[src/rtl/bbr_pkg.sv]
package bbr_pkg;
  // period used when the divisor register holds zero
  localparam int unsigned ZERO_PERIOD = 3;
  // divisor value that selects the clock-inversion bypass
  localparam int unsigned BYPASS_DIV  = 1;
  // divisor value that selects the square wave
  localparam int unsigned SQUARE_DIV  = 2;
  // number of low input clocks at the start of a shaped period
  localparam int unsigned LOW_CLOCKS  = 2;
endpackage

[src/rtl/bbr_latch.sv]
module bbr_latch #(
  parameter int unsigned BYTE_W = 8,
  parameter int unsigned NB     = 2,
  localparam int unsigned DIV_W = BYTE_W * NB
) (
  input  logic              clk,
  input  logic              rst,
  input  logic [NB-1:0]     wr_en,
  input  logic [BYTE_W-1:0] wr_data,
  output logic [DIV_W-1:0]  div_q,
  output logic [DIV_W-1:0]  div_d,
  output logic              load
);
  assign load = |wr_en;

  for (genvar b = 0; b < NB; b++) begin : g_byte
    assign div_d[b*BYTE_W +: BYTE_W] = wr_en[b] ? wr_data : div_q[b*BYTE_W +: BYTE_W];

    always_ff @(posedge clk) begin
      if (rst) div_q[b*BYTE_W +: BYTE_W] <= '0;
      else if (wr_en[b]) div_q[b*BYTE_W +: BYTE_W] <= wr_data;
    end

    // a strobed byte holds the written data on the next cycle
    assert_byte_write_R2: assert property (@(posedge clk) disable iff (rst)
      wr_en[b] |=> div_q[b*BYTE_W +: BYTE_W] == $past(wr_data));
  end
endmodule

[src/rtl/bbr_counter.sv]
module bbr_counter
  import bbr_pkg::*;
#(
  parameter int unsigned DIV_W = 16
) (
  input  logic             clk,
  input  logic             rst,
  input  logic [DIV_W-1:0] div_d,
  input  logic [DIV_W-1:0] div_q,
  input  logic             load,
  output logic [DIV_W-1:0] cnt_nxt,
  output logic [DIV_W-1:0] eff_d,
  output logic             tick_q
);
  localparam logic [DIV_W-1:0] ZMAP  = DIV_W'(ZERO_PERIOD);
  localparam logic [DIV_W-1:0] ONE_W = DIV_W'(1);

  logic [DIV_W-1:0] cnt_q;
  logic [DIV_W-1:0] eff_q;

  assign eff_d   = (div_d == '0) ? ZMAP : div_d;
  assign eff_q   = (div_q == '0) ? ZMAP : div_q;
  assign cnt_nxt = (load || cnt_q == '0) ? (eff_d - ONE_W) : (cnt_q - ONE_W);

  always_ff @(posedge clk) begin
    if (rst) begin
      cnt_q  <= ZMAP - ONE_W;
      tick_q <= 1'b0;
    end else begin
      cnt_q  <= cnt_nxt;
      tick_q <= (cnt_nxt == '0);
    end
  end

  // the phase counter never exceeds the period of the held divisor
  assert_cnt_range_R7: assert property (@(posedge clk) disable iff (rst)
    cnt_q <= eff_q - ONE_W);

  // a write restarts the count at the top of the new period
  assert_reload_R3: assert property (@(posedge clk) disable iff (rst)
    load |=> cnt_q == eff_q - ONE_W);

  // with a period of 2 or more, the tick never lasts two cycles
  assert_tick_single_R8: assert property (@(posedge clk) disable iff (rst)
    (tick_q && div_q != DIV_W'(BYPASS_DIV) && !load) |=> !tick_q);
endmodule

[src/rtl/bbr_shaper.sv]
module bbr_shaper
  import bbr_pkg::*;
#(
  parameter int unsigned DIV_W = 16
) (
  input  logic             clk,
  input  logic             rst,
  input  logic [DIV_W-1:0] cnt_nxt,
  input  logic [DIV_W-1:0] eff_d,
  output logic             out_q
);
  localparam logic [DIV_W-1:0] SQW  = DIV_W'(SQUARE_DIV);
  localparam logic [DIV_W-1:0] LOWN = DIV_W'(LOW_CLOCKS);

  logic low_d;

  // the counter runs down, so phase p equals (period - 1 - count)
  always_comb begin
    if (eff_d == SQW) low_d = (cnt_nxt == DIV_W'(1));
    else              low_d = (eff_d > LOWN) && (cnt_nxt >= eff_d - LOWN);
  end

  always_ff @(posedge clk) begin
    if (rst) out_q <= 1'b0;
    else     out_q <= ~low_d;
  end

  // the shaped output leaves reset in its low phase
  assert_reset_low_R1: assert property (@(posedge clk)
    rst |=> !out_q);
endmodule

[src/rtl/bbr_gen.sv]
module bbr_gen
  import bbr_pkg::*;
#(
  parameter int unsigned BYTE_W = 8,
  localparam int unsigned NB    = 2,
  localparam int unsigned DIV_W = BYTE_W * NB
) (
  input  logic              clk,
  input  logic              rst,
  input  logic              wr_lo,
  input  logic              wr_hi,
  input  logic [BYTE_W-1:0] wr_data,
  output logic              baud_clk,
  output logic              baud_tick
);
  logic [DIV_W-1:0] div_q;
  logic [DIV_W-1:0] div_d;
  logic [DIV_W-1:0] cnt_nxt;
  logic [DIV_W-1:0] eff_d;
  logic             load;
  logic             shaped;
  logic             bypass;

  bbr_latch #(.BYTE_W(BYTE_W), .NB(NB)) u_latch (
    .clk(clk), .rst(rst), .wr_en({wr_hi, wr_lo}), .wr_data(wr_data),
    .div_q(div_q), .div_d(div_d), .load(load)
  );

  bbr_counter #(.DIV_W(DIV_W)) u_cnt (
    .clk(clk), .rst(rst), .div_d(div_d), .div_q(div_q), .load(load),
    .cnt_nxt(cnt_nxt), .eff_d(eff_d), .tick_q(baud_tick)
  );

  bbr_shaper #(.DIV_W(DIV_W)) u_shape (
    .clk(clk), .rst(rst), .cnt_nxt(cnt_nxt), .eff_d(eff_d), .out_q(shaped)
  );

  assign bypass   = (div_q == DIV_W'(BYPASS_DIV));
  assign baud_clk = bypass ? ~clk : shaped;

  // a divisor of 2 flips the shaped output every clock
  assert_square_toggle_R6: assert property (@(posedge clk) disable iff (rst)
    (div_q == DIV_W'(SQUARE_DIV) && !load) |=> shaped != $past(shaped));

  // a divisor of 1 keeps the tick high
  assert_bypass_tick_R5: assert property (@(posedge clk) disable iff (rst)
    (div_q == DIV_W'(BYPASS_DIV) && !load) |=> baud_tick);
endmodule

[config.mk]
export PLATFORM = sky130hd
export DESIGN_NAME = bbr_gen
export DESIGN_NICKNAME = d
export VERILOG_FILES = /design/src/rtl/bbr_pkg.sv /design/src/rtl/bbr_latch.sv /design/src/rtl/bbr_counter.sv /design/src/rtl/bbr_shaper.sv /design/src/rtl/bbr_gen.sv
export SDC_FILE = /design/constraint.sdc
export NUM_CORES = 1
export LEC_CHECK = 0
export ABC_AREA = 1
export ABC_CLOCK_PERIOD_IN_PS = 4400
export BUFFER_PORTS_ARGS = -buffer_cell sky130_fd_sc_hd__buf_2
export CAP_MARGIN = 20
export CORE_ASPECT_RATIO = 1.1
export CORE_MARGIN = 2
export CORE_UTILIZATION = 60
export CTS_CLUSTER_DIAMETER = 200
export DETAILED_ROUTE_END_ITERATION = 10
export HOLD_SLACK_MARGIN = 0.02
export PLACE_DENSITY_LB_ADDON = 0.08
export SETUP_SLACK_MARGIN = 0.02
export SYNTH_ARGS = -nofsm -noshare
export SYNTH_HDL_FRONTEND = slang
export SYNTH_SLANG_ARGS = --single-unit
[constraint.sdc]
create_clock -name clk -period 4.4 [get_ports clk]
set_input_delay 0.44 -clock clk [delete_from_list [all_inputs] [get_ports clk]]
set_output_delay 0.44 -clock clk [all_outputs]
set_load 0.02 [all_outputs]
==> Flow_metrics.wiki <==
{| class="wikitable"
! Metric !! Value
|-
| Unrepaired setup endpoints after global routing || false
|-
| Post-route clock period utilization || 83.3%
|-
| CTS resizes || 0
|-
| Layout overhead on the synthesized area || 7.64%
|-
| Gp weighted congestion || 0.895
|-
| Maximum fanout along the worst path || 14
|-
| GRT Residual Overflow || 0
|-
| CP Data Required Time || 4.69 ns
|-
| Area taken by flip-flops and latches || 681 µm²
|-
| Instance count of the mapped netlist || 443
|-
| Min-Delay Path Depth || 5
|-
| Min-Delay Path Class || in2reg
|-
| Final-layout fill cell count || 439
|-
| Violation count after the first detailed-routing iteration || 168
|-
| Run status || finished, final reports clean
|-
| Endpoint of the worst register-to-register path || u_shape.out_q
|-
| Final Hold Fails || 0
|-
| Standard cell core area || 4720 µm²
|-
| Count of nets left with antenna violations after detail routing || 0
|-
| Starting density of the core || 63.2%
|-
| Post-CTS repair timing setup buffer count || 0
|-
| Most frequent cell after synthesis || sky130_fd_sc_hd__nand2_1
|-
| Async set-reset flop share out of synthesis || 0%
|-
| Origin of the critical flop-to-flop path || u_cnt.cnt_q[10]
|-
| Final count of pins violating max slew || 0
|-
| Number of port buffers || 13
|-
| Post-cts hold buffer count || 0
|-
| Die Width || 71.2 µm
|-
| Kind of launch point of the worst setup path || flip-flop
|-
| Source-to-sink clock delay at the later pin of the worst-skew pair || 0.39 ns
|-
| Static leakage || 1.63 nW
|-
| Count of flip-flops with a built-in enable after synthesis || 0
|-
| Worst slew margin || 61.4%
|-
| Full die area || 5550 µm²
|-
| Endpoint with the worst hold slack || u_latch.div_q[4]
|-
| FP Rows || 26
|-
| DR WL/cell || 13.6 µm
|-
| Yosys warnings || 0
|-
| Ports || 14
|-
| Number of iterations in the first detailed-routing pass || 4
|-
| IR Drop Worst-Case VDD || 0.197 mV
|-
| Final hold slack || 0.489 ns
|-
| Start point of the worst min-delay path || wr_data[4]
|-
| Power density relative to cell area || 329 nW/µm²
|-
| Share of Yosys cell area claimed by the top area cell type || 22.8%
|-
| CTS tree || yes
|-
| Transition time of the tightest slew-check pin || 0.579 ns
|-
| Number of vias per cell after detailed routing || 5.22
|-
| Proportion of layout cells with a drive suffix above 1 || 21.1%
|-
| Via count of the first global-routing pass || 2593
|-
| Y dimension of the die || 77.9 µm
|-
| First-pass GRT wire length || 11800 µm
|-
| Final setup violation count || 0
|-
| Cell type contributing the most total cell area after synthesis || sky130_fd_sc_hd__dfxtp_1
|-
| Max Freq || 273 MHz
|-
| HPWL after DPL || 5740 µm
|-
| Post-layout net count || 490
|-
| Area of combinational cells with multiple inputs || 1990 µm²
|-
| Ranking of synthesized cells by area || sky130_fd_sc_hd__dfxtp_1 (23%), sky130_fd_sc_hd__nand2_1 (13%), sky130_fd_sc_hd__ha_1 (8.4%)
|-
| Number of cells on the worst reg-to-reg path || 24
|-
| Final setup TNS || 0 ns
|-
| Via count || 2686
|-
| Overall global routing resource usage || 27.6%
|-
| Number of antenna violations at the first check in global routing || 0
|-
| Kind of capture point of the worst setup path || flip-flop
|-
| Mean cell area of the mapped netlist || 6.73 µm²
|-
| Critical Path AT || 3.96 ns
|-
| Count of state elements after synthesis || 34
|-
| Part of the Yosys area used for sequential elements || 22.8%
|-
| Number of design rule violations left after detail routing || 0
|-
| Clock Skews || 0.00405 ns
|-
| Min cycle time layout || 3.67 ns
|-
| Count of unique library cells instantiated by Yosys || 38
|-
| Count of inserted antenna diode cells || 0
|-
| Clock slew at the register clock pins of the worst setup and hold paths || 0.07 ns
|-
| Leading cell types by count after synthesis || sky130_fd_sc_hd__nand2_1 (107), sky130_fd_sc_hd__nor2_1 (57), sky130_fd_sc_hd__inv_1 (56)
|-
| Final routed wirelength across all metal layers || 7000 µm
|-
| Top_reg_cell synth || sky130_fd_sc_hd__dfxtp_1
|-
| Area of the mapped netlist || 2980 µm²
|-
| Pin count of the biggest net entering global routing || 33
|-
| Mapped Nets || 475
|-
| Number of max-capacitance violations reported || 0
|-
| Type of the setup path with the least slack || reg2reg
|-
| Worst setup slack for register-to-register paths || 0.73 ns
|-
| Launching element of the worst setup path || u_cnt.cnt_q[10]
|}
## power breakdown
group | leakage, nW | switching (mW) | total, mW | internal, mW
clock network | 0.0855 | 0.130 | 0.355 | 0.226
logic | 1.26 | 0.236 | 0.359 | 0.123
registers | 0.281 | 0.0108 | 0.342 | 0.331
## worst max-delay path by stage
stage | end | depth (start not counted) | slack (ns)
5_1_grt | u_shape.out_q | 24 | 0.31
3_5_place_dp | u_shape.out_q | 26 | 0.58
4_1_cts | u_shape.out_q | 24 | 0.76
6_report | u_shape.out_q | 24 | 0.73
2_1_floorplan | u_shape.out_q | 24 | 1.19
3_3_place_gp | u_shape.out_q | 26 | 0.72
## routing by layer
layer,GRT usage (%),routed length [µm],vias up
li1,-,-,1424
met1,33.3,3180,1195
met2,47.9,3480,63
met3,6.49,282,4
met4,8.68,61,0
met5,0,0,-
## critical path, cell delays in order (launching register included)
cell	delay, ns
sky130_fd_sc_hd__dfxtp_1	0.33
sky130_fd_sc_hd__nor2_1	0.09
sky130_fd_sc_hd__nand2_1	0.08
sky130_fd_sc_hd__nor2_1	0.11
sky130_fd_sc_hd__nand2_1	0.26
sky130_fd_sc_hd__nand2_2	0.31
sky130_fd_sc_hd__buf_4	0.24
sky130_fd_sc_hd__nand3_4	0.10
sky130_fd_sc_hd__nand2_4	0.14
sky130_fd_sc_hd__ha_1	0.27
sky130_fd_sc_hd__nand3_2	0.13
sky130_fd_sc_hd__nor2_2	0.15
sky130_fd_sc_hd__nand4_1	0.09
sky130_fd_sc_hd__nand2_1	0.15
sky130_fd_sc_hd__inv_1	0.06
sky130_fd_sc_hd__ha_1	0.27
sky130_fd_sc_hd__nand2_1	0.06
sky130_fd_sc_hd__inv_1	0.05
sky130_fd_sc_hd__nand3_1	0.07
sky130_fd_sc_hd__nor3_1	0.24
sky130_fd_sc_hd__nand2_1	0.09
sky130_fd_sc_hd__nand3_1	0.09
sky130_fd_sc_hd__nand3_1	0.08
sky130_fd_sc_hd__nand2_1	0.06
sky130_fd_sc_hd__nor2_1	0.04
## cells in the final DEF (no fill, tap or decap), types with 2 or more instances in the layout
| cell type | n |
|---|---|
| sky130_fd_sc_hd__a21oi_1 | 15 |
| sky130_fd_sc_hd__buf_2 | 13 |
| sky130_fd_sc_hd__clkbuf_8 | 8 |
| sky130_fd_sc_hd__clkinv_2 | 2 |
| sky130_fd_sc_hd__dfxtp_1 | 34 |
| sky130_fd_sc_hd__ha_1 | 20 |
| sky130_fd_sc_hd__inv_1 | 56 |
| sky130_fd_sc_hd__inv_2 | 4 |
| sky130_fd_sc_hd__nand2_1 | 107 |
| sky130_fd_sc_hd__nand2_2 | 26 |
| sky130_fd_sc_hd__nand2_4 | 7 |
| sky130_fd_sc_hd__nand3_1 | 25 |
| sky130_fd_sc_hd__nand3_2 | 2 |
| sky130_fd_sc_hd__nand3_4 | 4 |
| sky130_fd_sc_hd__nand3b_1 | 6 |
| sky130_fd_sc_hd__nand4_1 | 10 |
| sky130_fd_sc_hd__nor2_1 | 57 |
| sky130_fd_sc_hd__nor2_2 | 7 |
| sky130_fd_sc_hd__nor2_4 | 11 |
| sky130_fd_sc_hd__nor3_1 | 5 |
| sky130_fd_sc_hd__nor4_1 | 3 |
| sky130_fd_sc_hd__o21ai_0 | 6 |
| sky130_fd_sc_hd__o21ai_1 | 3 |
| sky130_fd_sc_hd__o21ai_2 | 3 |
| sky130_fd_sc_hd__or2_2 | 2 |
| sky130_fd_sc_hd__xor2_1 | 9 |
| sky130_fd_sc_hd__xor2_2 | 2 |
## logic make-up after synthesis
group,synth area share (%)
XOR/XNOR,4.03
adder cells (fa/ha/maj),8.40
AO/OA/AOI/OAI,5.92
buffers and inverters,10.2
flip-flops,22.8
AND/OR/NAND/NOR,48.6
## metrics by stage
| stage | instance area, µm² | utilization [%] | total power [mW] | worst slack, ns | instances |
|---|---|---|---|---|---|
| 2_1_floorplan | 2980 | - | 0.634 | 1.19 | 443 |
| 3_3_place_gp | 3060 | 64.8 | 0.701 | 0.715 | 504 |
| 3_5_place_dp | 3060 | 64.8 | 0.708 | 0.578 | 504 |
| 4_1_cts | 3210 | 68.0 | 1.06 | 0.756 | 515 |
| 5_1_grt | 3210 | 68.0 | 1.13 | 0.311 | 515 |
| 6_report | 3210 | 68.0 | 1.06 | 0.733 | 515 |
## state kept, by name, indices dropped and copies added (netlist names)
register,count
u_latch.div_q,16
u_shape.out_q,1
u_cnt.cnt_q,16
u_cnt.tick_q,1
## final cells by class
cell class / count / share of cell area [%]
well taps: 56 / 2.18
inverters: 62 / 7.49
flip-flops and latches: 34 / 21.2
repair buffers: 13 / 2.11
clock buffers: 9 / 3.59
multi-input cells: 338 / 62.2
clock inverters: 3 / 1.25
No activity file was read; power rests on OpenSTA's default activity.
